### src/rtl/spi_fifo_pkg.sv
package spi_fifo_pkg;
  typedef struct packed {
    logic cpol;
    logic cpha;
    logic frame16;
    logic rx_only;
  } spi_cfg_t;
endpackage

### src/rtl/spi_sync_fifo.sv
module spi_sync_fifo #(
  parameter int W = 16,
  parameter int DEPTH = 32,
  localparam int AW = $clog2(DEPTH),
  localparam int LW = $clog2(DEPTH + 1)
) (
  input  logic          clk_i,
  input  logic          rst_ni,
  input  logic          flush_i,
  input  logic          push_i,
  input  logic [W-1:0]  wdata_i,
  input  logic          pop_i,
  output logic [W-1:0]  rdata_o,
  output logic          full_o,
  output logic          empty_o,
  output logic [LW-1:0] level_o
);
  logic [W-1:0]  mem_q [DEPTH];
  logic [AW-1:0] wp_q, rp_q;
  logic [LW-1:0] cnt_q;
  logic do_push, do_pop;

  assign full_o  = (cnt_q == LW'(DEPTH));
  assign empty_o = (cnt_q == '0);
  assign level_o = cnt_q;
  assign do_push = push_i && !full_o && !flush_i;
  assign do_pop  = pop_i && !empty_o && !flush_i;
  assign rdata_o = mem_q[rp_q];

  function automatic logic [AW-1:0] nxt(input logic [AW-1:0] p);
    return (p == AW'(DEPTH - 1)) ? '0 : p + 1'b1;
  endfunction

  always_ff @(posedge clk_i) begin
    if (do_push) mem_q[wp_q] <= wdata_i;
  end

  always_ff @(posedge clk_i or negedge rst_ni) begin
    if (!rst_ni) begin
      wp_q <= '0; rp_q <= '0; cnt_q <= '0;
    end else if (flush_i) begin
      wp_q <= '0; rp_q <= '0; cnt_q <= '0;
    end else begin
      if (do_push) wp_q <= nxt(wp_q);
      if (do_pop)  rp_q <= nxt(rp_q);
      cnt_q <= cnt_q + LW'(do_push) - LW'(do_pop);
    end
  end

  a_r5_level_bound: assert property (@(posedge clk_i) disable iff (!rst_ni)
    cnt_q <= LW'(DEPTH));
  a_r9_flush_empties: assert property (@(posedge clk_i) disable iff (!rst_ni)
    flush_i |=> empty_o);
endmodule

### src/rtl/spi_shift_engine.sv
module spi_shift_engine
  import spi_fifo_pkg::*;
#(
  parameter int DW = 16,
  parameter int CW = 16,
  localparam int EW = $clog2(2 * DW)
) (
  input  logic          clk_i,
  input  logic          rst_ni,
  input  logic          en_i,
  input  spi_cfg_t      cfg_i,
  input  logic [CW-1:0] clk_div_i,
  input  logic [CW-1:0] frame_cnt_i,
  input  logic          tx_empty_i,
  input  logic [DW-1:0] tx_data_i,
  output logic          tx_pop_o,
  input  logic          rx_full_i,
  output logic          rx_push_o,
  output logic [DW-1:0] rx_data_o,
  output logic          busy_o,
  output logic          sclk_o,
  output logic          mosi_o,
  input  logic          miso_i
);
  logic          active_q, sclk_q, mosi_q;
  logic [CW-1:0] hcnt_q;
  logic [EW-1:0] eidx_q;
  logic [DW-1:0] tx_sh_q, rx_sh_q;
  logic [CW:0]   rem_q;
  logic [CW-1:0] half_m1;
  logic [EW-1:0] last_e;
  logic can_start, edge_now, samp_e, launch_e, frame_end;
  logic [DW-1:0] load_val, rx_final;

  assign half_m1   = (clk_div_i[CW-1:1] == '0) ? '0 : CW'(clk_div_i[CW-1:1]) - 1'b1;
  assign last_e    = cfg_i.frame16 ? EW'(2 * DW - 1) : EW'(DW - 1);
  assign can_start = en_i && !active_q && (rem_q != '0) && !rx_full_i &&
                     (cfg_i.rx_only || !tx_empty_i);
  assign edge_now  = active_q && (hcnt_q == half_m1);
  assign samp_e    = (eidx_q[0] == cfg_i.cpha);
  // with cpha set the first edge launches the bit already on the line
  assign launch_e  = !samp_e && !(cfg_i.cpha && eidx_q == '0);
  assign frame_end = edge_now && (eidx_q == last_e);
  assign load_val  = cfg_i.rx_only ? '0 :
                     (cfg_i.frame16 ? tx_data_i : {tx_data_i[7:0], {(DW-8){1'b0}}});
  assign rx_final  = cfg_i.cpha ? {rx_sh_q[DW-2:0], miso_i} : rx_sh_q;

  assign tx_pop_o  = can_start && !cfg_i.rx_only;
  assign rx_push_o = frame_end;
  assign rx_data_o = cfg_i.frame16 ? rx_final : {{(DW-8){1'b0}}, rx_final[7:0]};
  assign busy_o    = en_i && (rem_q != '0);
  assign sclk_o    = sclk_q;
  assign mosi_o    = mosi_q;

  always_ff @(posedge clk_i or negedge rst_ni) begin
    if (!rst_ni) begin
      active_q <= 1'b0; sclk_q <= 1'b0; mosi_q <= 1'b0;
      hcnt_q <= '0; eidx_q <= '0; tx_sh_q <= '0; rx_sh_q <= '0; rem_q <= '0;
    end else if (!en_i) begin
      active_q <= 1'b0;
      sclk_q   <= cfg_i.cpol;
      mosi_q   <= 1'b0;
      hcnt_q   <= '0;
      eidx_q   <= '0;
      rem_q    <= {1'b0, frame_cnt_i} + 1'b1;
    end else if (can_start) begin
      active_q <= 1'b1;
      hcnt_q   <= '0;
      eidx_q   <= '0;
      tx_sh_q  <= load_val;
      mosi_q   <= load_val[DW-1];
      rx_sh_q  <= '0;
    end else if (active_q) begin
      if (edge_now) begin
        hcnt_q <= '0;
        sclk_q <= ~sclk_q;
        eidx_q <= eidx_q + 1'b1;
        if (samp_e) rx_sh_q <= {rx_sh_q[DW-2:0], miso_i};
        if (launch_e) begin
          tx_sh_q <= {tx_sh_q[DW-2:0], 1'b0};
          mosi_q  <= tx_sh_q[DW-2];
        end
        if (frame_end) begin
          active_q <= 1'b0;
          rem_q    <= rem_q - 1'b1;
        end
      end else begin
        hcnt_q <= hcnt_q + 1'b1;
      end
    end
  end

  a_r6_pop_needs_data: assert property (@(posedge clk_i) disable iff (!rst_ni)
    tx_pop_o |-> !tx_empty_i);
  a_r7_no_push_when_full: assert property (@(posedge clk_i) disable iff (!rst_ni)
    rx_push_o |-> !rx_full_i);
  a_r2_no_extra_frame: assert property (@(posedge clk_i) disable iff (!rst_ni)
    rx_push_o |-> busy_o);
  a_r9_disable_idles: assert property (@(posedge clk_i) disable iff (!rst_ni)
    !en_i |=> (!active_q && sclk_q == $past(cfg_i.cpol)));
  a_r3_idle_clock_stable: assert property (@(posedge clk_i) disable iff (!rst_ni)
    (en_i && $past(en_i) && !active_q && !$past(active_q)) |-> $stable(sclk_q));
endmodule

### src/rtl/spi_fifo_master.sv
module spi_fifo_master
  import spi_fifo_pkg::*;
#(
  parameter int DW = 16,
  parameter int CW = 16,
  parameter int DEPTH = 32,
  parameter int NCS = 4,
  localparam int LW = $clog2(DEPTH + 1)
) (
  input  logic          clk_i,
  input  logic          rst_ni,
  input  logic          en_i,
  input  logic          cpol_i,
  input  logic          cpha_i,
  input  logic          frame16_i,
  input  logic          rx_only_i,
  input  logic [CW-1:0] clk_div_i,
  input  logic [CW-1:0] frame_cnt_i,
  input  logic [NCS-1:0] cs_sel_i,
  input  logic          tx_push_i,
  input  logic [DW-1:0] tx_data_i,
  input  logic          rx_pop_i,
  output logic [DW-1:0] rx_data_o,
  output logic          busy_o,
  output logic          tx_full_o,
  output logic          rx_empty_o,
  output logic [LW-1:0] rx_level_o,
  output logic          sclk_o,
  output logic          mosi_o,
  input  logic          miso_i,
  output logic [NCS-1:0] cs_o
);
  spi_cfg_t      cfg;
  logic          tx_empty, tx_pop, rx_full, rx_push;
  logic [DW-1:0] tx_head, rx_word;
  logic [LW-1:0] tx_level;
  logic [NCS-1:0] cs_q;

  assign cfg = '{cpol: cpol_i, cpha: cpha_i, frame16: frame16_i, rx_only: rx_only_i};

  spi_sync_fifo #(.W(DW), .DEPTH(DEPTH)) u_tx_fifo (
    .clk_i, .rst_ni, .flush_i(!en_i),
    .push_i(tx_push_i), .wdata_i(tx_data_i),
    .pop_i(tx_pop), .rdata_o(tx_head),
    .full_o(tx_full_o), .empty_o(tx_empty), .level_o(tx_level)
  );

  spi_sync_fifo #(.W(DW), .DEPTH(DEPTH)) u_rx_fifo (
    .clk_i, .rst_ni, .flush_i(!en_i),
    .push_i(rx_push), .wdata_i(rx_word),
    .pop_i(rx_pop_i), .rdata_o(rx_data_o),
    .full_o(rx_full), .empty_o(rx_empty_o), .level_o(rx_level_o)
  );

  spi_shift_engine #(.DW(DW), .CW(CW)) u_engine (
    .clk_i, .rst_ni, .en_i, .cfg_i(cfg),
    .clk_div_i, .frame_cnt_i,
    .tx_empty_i(tx_empty), .tx_data_i(tx_head), .tx_pop_o(tx_pop),
    .rx_full_i(rx_full), .rx_push_o(rx_push), .rx_data_o(rx_word),
    .busy_o, .sclk_o, .mosi_o, .miso_i
  );

  always_ff @(posedge clk_i or negedge rst_ni) begin
    if (!rst_ni) cs_q <= '0;
    else         cs_q <= cs_sel_i;
  end
  assign cs_o = cs_q;

  a_r10_cs_onehot: assert property (@(posedge clk_i) disable iff (!rst_ni)
    $onehot0(cs_q));
  a_r5_tx_level_bound: assert property (@(posedge clk_i) disable iff (!rst_ni)
    tx_full_o |-> (tx_level == LW'(DEPTH)));
endmodule

### config.mk
export PLATFORM = sky130hd
export DESIGN_NAME = spi_fifo_master
export DESIGN_NICKNAME = d
export VERILOG_FILES = /design/src/rtl/spi_fifo_pkg.sv /design/src/rtl/spi_sync_fifo.sv /design/src/rtl/spi_shift_engine.sv /design/src/rtl/spi_fifo_master.sv
export SDC_FILE = /design/constraint.sdc
export NUM_CORES = 1
export LEC_CHECK = 0
export BUFFER_PORTS_ARGS = -buffer_cell sky130_fd_sc_hd__buf_4
export CAP_MARGIN = 20
export CORE_ASPECT_RATIO = 0.9
export CORE_MARGIN = 2
export CORE_UTILIZATION = 40
export DETAILED_ROUTE_END_ITERATION = 7
export GPL_TIMING_DRIVEN = 0
export PLACE_DENSITY = 0.62
export SYNTH_ARGS = -nofsm -noshare
export SYNTH_HDL_FRONTEND = slang
export SYNTH_SLANG_ARGS = --single-unit
### constraint.sdc
create_clock -name clk_i -period 4.95 [get_ports clk_i]
set_clock_uncertainty 0.05 [all_clocks]
set_input_delay 0.2475 -clock clk_i [delete_from_list [all_inputs] [get_ports clk_i]]
set_output_delay 0.2475 -clock clk_i [all_outputs]
set_load 0.005 [all_outputs]
# Word-level counts from Yosys, hierarchy flattened
# Memories as Yosys holds them, arrays and structs flattened.
# Index checks and enable logic that the tools add are counted.
# word_totals
ff_bits	108
elab_cells	152
mem_count	2
in_bits	62
ram_bits	1024
# classes
bitwise	1
n_reduce_logical	42
addsub	13
n_mux	59
n_eq_ne	20
# memory_table
name	words	word_bits	read_ports	rd_clocked_by_memory_dff	write_ports	line	source
u_rx_fifo.mem_q	32	16	1	0	1	spi_sync_fifo.sv:18	logic [W-1:0] mem_q [DEPTH];
u_tx_fifo.mem_q	32	16	1	0	1	spi_sync_fifo.sv:18	
# ops
op	count
2-to-1 mux 16 bit	13
2-to-1 mux 17 bit	5
2-to-1 mux 5 bit	17
2-to-1 mux 15 bit	4
adder 5 x 1 -> 5 bit, second input constant	5
equality test 5 bit, second input constant	4
logical AND 1 bit	18
2-to-1 mux 1 bit	18
adder 16 x 1 -> 17 bit, second input constant	1
nonzero test 17 bit	1
subtractor 17 x 1 -> 17 bit, second input constant	1
adder 16 x 1 -> 16 bit, second input constant	1
equality test 16 bit	1
subtractor 15 x 1 -> 16 bit, second input constant	1
zero test 15 bit	1
!= test 2 x 1 -> 1 bit, second input constant	7
adder 6 x 1 -> 6 bit	2
equality test 6 bit, second input constant	2
zero test 6 bit	2
2-to-1 mux 6 bit	2
AND reduction 4 bit	3
subtractor 6 x 1 -> 6 bit	2
!= test 3 x 1 -> 1 bit, second input constant	3
zero test 1 bit	8
9 further kinds	13

# Logic depth before layout (Yosys ltp)
# depth
ltp_word	10
mapped_depth	20
depth_no_buf	17

# Hierarchy
# A second synthesis with hierarchy kept.
# unflattened
cells_unflattened	2781
area_unflattened_um2	46930.0
# modules_own_cells
mod	cells_per_inst	seq_area_each_um2	n_inst	area_each_um2
spi_sync_fifo (u_rx_fifo)	1067	15775.1	1	20744.9
spi_sync_fifo (u_tx_fifo)	1066	15775.1	1	20741.1
spi_shift_engine	643	1801.7	1	5340.1
spi_fifo_master	5	100.1	1	103.8

# Worst setup path after synthesis
# Ideal clock, no wire load.
# synth_timing
path_type	input to register
start	in clk_div_i[1]
end	mem u_rx_fifo.mem_q[10][0] (enable)
path_buffers	3
arrival_time_ps	4086
slack_ps	405
stages	13
required_ps	4491
cell_sequence	inv_1 ha_1 or3b_1 buf_2 or4_4 mux2i_1 xor2_1 nor3b_1 and4_1 clkbuf_1 nand4_1 clkbuf_1 nor3_1
# synth_via
elab_chain_cells	9
word_cells_on_any_way	10
# synth_lines
element	line	source
start, declared	spi_fifo_master.sv:17	input logic [CW-1:0] clk_div_i,
subtractor 15 x 1 -> 16 bit or zero test 15 bit (tied branches)	spi_shift_engine.sv:35	assign half_m1 = (clk_div_i[CW-1:1] == '0) ? '0 : CW'(clk_div_i[CW-1:1]) - 1'b1;
2-to-1 mux 16 bit *	spi_shift_engine.sv:35	
equality test 16 bit *	spi_shift_engine.sv:39	assign edge_now = active_q && (hcnt_q == half_m1);
logical AND 1 bit *	spi_shift_engine.sv:39	
logical AND 1 bit *	spi_shift_engine.sv:43	assign frame_end = edge_now && (eidx_q == last_e);
logical AND 1 bit * (2 in series)	spi_sync_fifo.sv:26	assign do_push = push_i && !full_o && !flush_i;
2-to-1 mux 1 bit *	spi_sync_fifo.sv:35	if (do_push) mem_q[wp_q] <= wdata_i;
2-to-1 mux 1 bit (implied by the code) *	spi_sync_fifo.sv:35	
end, declared	spi_sync_fifo.sv:18	
# Every way passes the cells marked *; elsewhere a longest branch is shown, timed or not.

# Final worst setup path
# layout_timing
start	in clk_div_i[1]
end	mem u_rx_fifo.mem_q[17][11] (enable)
# Same word-level chain as after synthesis.

==> flow_metrics.tcl <==
set metrics [dict create \
    die_x_um 365 \
    drive_gt1_share_pct 23.1 \
    async_flop_share_pct 9.54 \
    htree_num_levels 3 \
    final-max-slew-violation-count 0 \
    detail_route.first_pass.iterations 6 \
    ys_dominant_reg_cell "sky130_fd_sc_hd__edfxtp_1" \
    status "completed" \
    min_path_cells 5 \
    synthesized_netlist_cell_count 2651 \
    max_freq_mhz 207 \
    vdd_ir_drop_max_v 0.000408 \
    tritoncts "done" \
    rsz0062_at_grt "true" \
    post-route-cell-area_mm2 0.0551 \
    synth.cell_area_mm2 0.0469 \
    cts_buffers 111 \
    whs_endpoint "u_engine.mosi_o$_DFFE_PN0P_" \
    rrSetupSlack_ns 0.32 \
    synth_seq_area_share_pct 71.4 \
    detail_route.wirelength_mm 120 \
    startpoint_type "input pin" \
    grtUsageTotal_pct 20.0 \
    hold_viol_final 0 \
    design.portCount 93 \
    initial_core_util_pct 40.2 \
    critical_path.startpoint "clk_div_i[1]" \
    min-delay-start "frame16_i" \
    postSynthNetCount 2754 \
    tightestPinTransition_ns 1.05 \
    grt_overflow_total 0 \
    final_worst_path_cycle_share_pct 97.7 \
    place.gp.congestion 0.893 \
    power.static_leakage_uw 0.0170 \
    placeableCoreArea_mm2 0.117 \
    postSynthRegisterBits 1132 \
    critPathCaptureType "flop" \
    drt-wirelength-per-cell_um 25.8 \
    layout.nets 3077 \
    placed_cell_area_mm2 0.0509 \
    clock_sinks 1132 \
    slew_headroom_pct 29.7 \
    multi_input_area_mm2 0.0129 \
    clk-insertion-delay-late_ns 0.75 \
    grt_first_pass_wirelength_mm 175 \
    detailedPlacementHpwl_mm 80.8 \
    vias 26700 \
    largest_net_degree_at_the_start_of_global_routing 97 \
    ff_latch_area_mm2 0.0335 \
    power-per-cell-area_mw_per_mm2 401 \
    crit_fanout 10 \
    yosys_warnings 0 \
    detailedRoute.firstIterationViolations 3438 \
    period_needed_ns 4.84 \
    clk_path_buf_depth 3 \
    cts-root-buf "sky130_fd_sc_hd__clkbuf_16" \
    fp-row-count 119 \
    fillCellCount 9641 \
    reg2regPathDepth 11 \
    setup-violations-final 0 \
    via_per_inst 5.74 \
    timing.rr.start "u_engine.hcnt_q[5]$_DFFE_PN0P_" \
    syn2layout_area_growth_pct 17.6 \
    reg2reg_to "u_rx_fifo.mem_q[17][11]$_DFFE_PP_" \
    place.detailed.instances 4384 \
    timing.setup.critical_path_class "in -> reg" \
    crit_path_required_time_ns 5.35 \
    grt_antenna_before_repair 4 \
    post_synth_edffs 1024 \
    ant_nets 0 \
    mean_cell_area_of_the_mapped_netlist_um2 17.7 \
    chipHeight_um 329 \
    first_global_vias 26800 \
    drc 0 \
    clk_pin_slew_worst_paths_ns 0.06 \
    die_area_mm2 0.120 \
    synth.lib_cells_used.distinct 72 \
    hold_class "in -> reg" \
    finish.cell_count_without_fillers 4644 \
    max-cap-violations 0 \
    buffer_ports.inserted 89 \
    cp_data_arrival_time_ns 5.24 \
]
[worst max-delay path by stage]
stage | end | slack, ns | cells after the start
4_1_cts | u_engine.tx_sh_q[7]$_DFFE_PN0P_ | 0.02 | 10
2_1_floorplan | u_rx_fifo.mem_q[10][0]$_DFFE_PP_ | 0.40 | 13
5_1_grt | u_rx_fifo.mem_q[17][11]$_DFFE_PP_ | -0.09 | 14
3_3_place_gp | u_rx_fifo.mem_q[24][14]$_DFFE_PP_ | -1.60 | 13
3_5_place_dp | u_rx_fifo.mem_q[16][12]$_DFFE_PP_ | -0.61 | 14
6_report | u_rx_fifo.mem_q[17][11]$_DFFE_PP_ | 0.11 | 14
[power by group]
group | switching [uW] | internal, uW | total [uW]
clock | 3670 | 4820 | 8490
sequential | 99.9 | 10500 | 10600
combinational | 1620 | 1390 | 3010
[critical path: stages]
cell and delay, ns:
sky130_fd_sc_hd__buf_4 0.14, sky130_fd_sc_hd__inv_1 0.05, sky130_fd_sc_hd__ha_1 0.31, sky130_fd_sc_hd__or3b_1 0.37
sky130_fd_sc_hd__buf_2 0.18, sky130_fd_sc_hd__nor4_4 0.57, sky130_fd_sc_hd__a21oi_2 0.10, sky130_fd_sc_hd__xnor2_1 0.21
sky130_fd_sc_hd__a21boi_0 0.51, sky130_fd_sc_hd__and4_1 0.42, sky130_fd_sc_hd__nand4_1 0.48, sky130_fd_sc_hd__clkbuf_1 0.56
sky130_fd_sc_hd__nor3_2 0.83, sky130_fd_sc_hd__buf_8 0.24
[per-layer routing]
layer / GRT usage, % / vias to the layer above / routed length, um
met5: 0 / - / 31
met4: 7.35 / 6 / 4090
met3: 3.78 / 253 / 9480
met2: 31.1 / 1207 / 56100
met1: 28.0 / 13800 / 50000
li1: - / 11400 / -
[layout make-up]
| class | count | area share, % |
|---|---|---|
| Sequential cell | 1132 | 60.7 |
| Antenna cell | 1 | 0.00454 |
| Tap cell | 1573 | 3.57 |
| Clock buffer | 139 | 5.28 |
| Inverter | 45 | 0.306 |
| Clock inverter | 70 | 1.36 |
| Buffer | 152 | 1.12 |
| Multi-Input combinational cell | 1321 | 23.5 |
| Timing Repair Buffer | 211 | 4.19 |
[per-stage QoR]
stage	setup TNS, ns	worst slack (ns)	power, uW	utilization (%)	hold WS [ns]
after floorplan	0	0.405	12800	-	-0.0981
after global placement	-676.56	-1.60	13700	42.5	0.307
after detailed placement	-153.81	-0.606	13800	43.7	0.0416
after CTS	0	0.0227	22200	47.2	0.00599
after global routing	-2.91	-0.0887	22800	47.3	0.0760
final	0	0.113	22100	47.3	0.0578
[cells in the final DEF (no fill, tap or decap), types with 13 or more instances in the layout]
| cell type | Yosys | layout |
|---|---|---|
| sky130_fd_sc_hd__edfxtp_1 | 1024 | 1024 |
| sky130_fd_sc_hd__mux4_2 | 224 | 224 |
| sky130_fd_sc_hd__clkbuf_1 | 111 | 136 |
| sky130_fd_sc_hd__mux2i_1 | 120 | 120 |
| sky130_fd_sc_hd__nand2_1 | 118 | 118 |
| sky130_fd_sc_hd__clkbuf_16 | 0 | 111 |
| sky130_fd_sc_hd__dfrtp_1 | 108 | 108 |
| sky130_fd_sc_hd__buf_4 | 1 | 90 |
| sky130_fd_sc_hd__a21oi_1 | 88 | 88 |
| sky130_fd_sc_hd__nor2_1 | 113 | 81 |
| sky130_fd_sc_hd__o21ai_0 | 79 | 79 |
| sky130_fd_sc_hd__mux2_2 | 52 | 52 |
| sky130_fd_sc_hd__o221ai_1 | 49 | 49 |
| sky130_fd_sc_hd__dlygate4sd3_1 | 0 | 47 |
| sky130_fd_sc_hd__inv_1 | 41 | 41 |
| sky130_fd_sc_hd__ha_1 | 39 | 39 |
| sky130_fd_sc_hd__nand3_1 | 36 | 36 |
| sky130_fd_sc_hd__buf_8 | 0 | 36 |
| sky130_fd_sc_hd__nor3_1 | 65 | 33 |
| sky130_fd_sc_hd__nor2_2 | 0 | 32 |
| sky130_fd_sc_hd__clkinv_1 | 4 | 31 |
| sky130_fd_sc_hd__nor3_2 | 0 | 30 |
| sky130_fd_sc_hd__buf_6 | 1 | 27 |
| sky130_fd_sc_hd__xnor2_1 | 26 | 26 |
| sky130_fd_sc_hd__buf_1 | 31 | 25 |
| sky130_fd_sc_hd__o22ai_1 | 21 | 21 |
| sky130_fd_sc_hd__o31ai_1 | 18 | 18 |
| sky130_fd_sc_hd__nand2b_1 | 17 | 17 |
| sky130_fd_sc_hd__and3_1 | 17 | 17 |
| sky130_fd_sc_hd__xor2_1 | 17 | 17 |
| sky130_fd_sc_hd__a31oi_1 | 16 | 16 |
| sky130_fd_sc_hd__a32o_1 | 16 | 16 |
| sky130_fd_sc_hd__nand4_1 | 15 | 15 |
| sky130_fd_sc_hd__clkinv_2 | 0 | 15 |
| sky130_fd_sc_hd__nor4_1 | 13 | 13 |
| sky130_fd_sc_hd__a22o_1 | 13 | 13 |
[synthesized netlist by cell type (all sizes together) (16+ instances only)]
cell type,n,area (um2)
a31oi,16,100
o31ai,18,135
ha,39,488
a32o,16,160
xor2,17,149
and3,17,106
nand2b,17,106
mux2i,120,1200
o22ai,21,131
nor2,113,424
buf,42,180
dfrtp,108,2700
a21oi,89,449
clkbuf,111,417
o221ai,49,429
o21ai,79,395
inv,41,154
xnor2,26,228
nand3,36,180
nor3,65,325
edfxtp,1024,30700
mux2,61,721
nand2,118,443
mux4,224,5040
[state kept, by name, summed over array words and instances, names as in the netlist, 6 cells and up]
signal	count
u_rx_fifo.level_o	6
u_tx_fifo.mem_q	512
u_tx_fifo.level_o	6
u_engine.tx_sh_q	15
u_engine.rem_q	17
u_engine.rx_sh_q	16
u_engine.hcnt_q	16
u_rx_fifo.mem_q	512
[repair_timing]
action,CTS,global route
hold buffers,47,0
endpoints found under the hold margin,649,0
setup endpoints to repair,10,56
gates resized for setup,6,5
setup buffers,0,0
[cell families after synthesis]
group,after synthesis,share of synthesized area [%]
simple gates,481,5.19
fa+ha+maj,41,1.13
flops,1132,71.4
mux,405,14.9
compound gates,351,5.00
buf+inv,198,1.63
xor+xnor,43,0.804
Note: power is estimated with default switching activity, not from simulation.
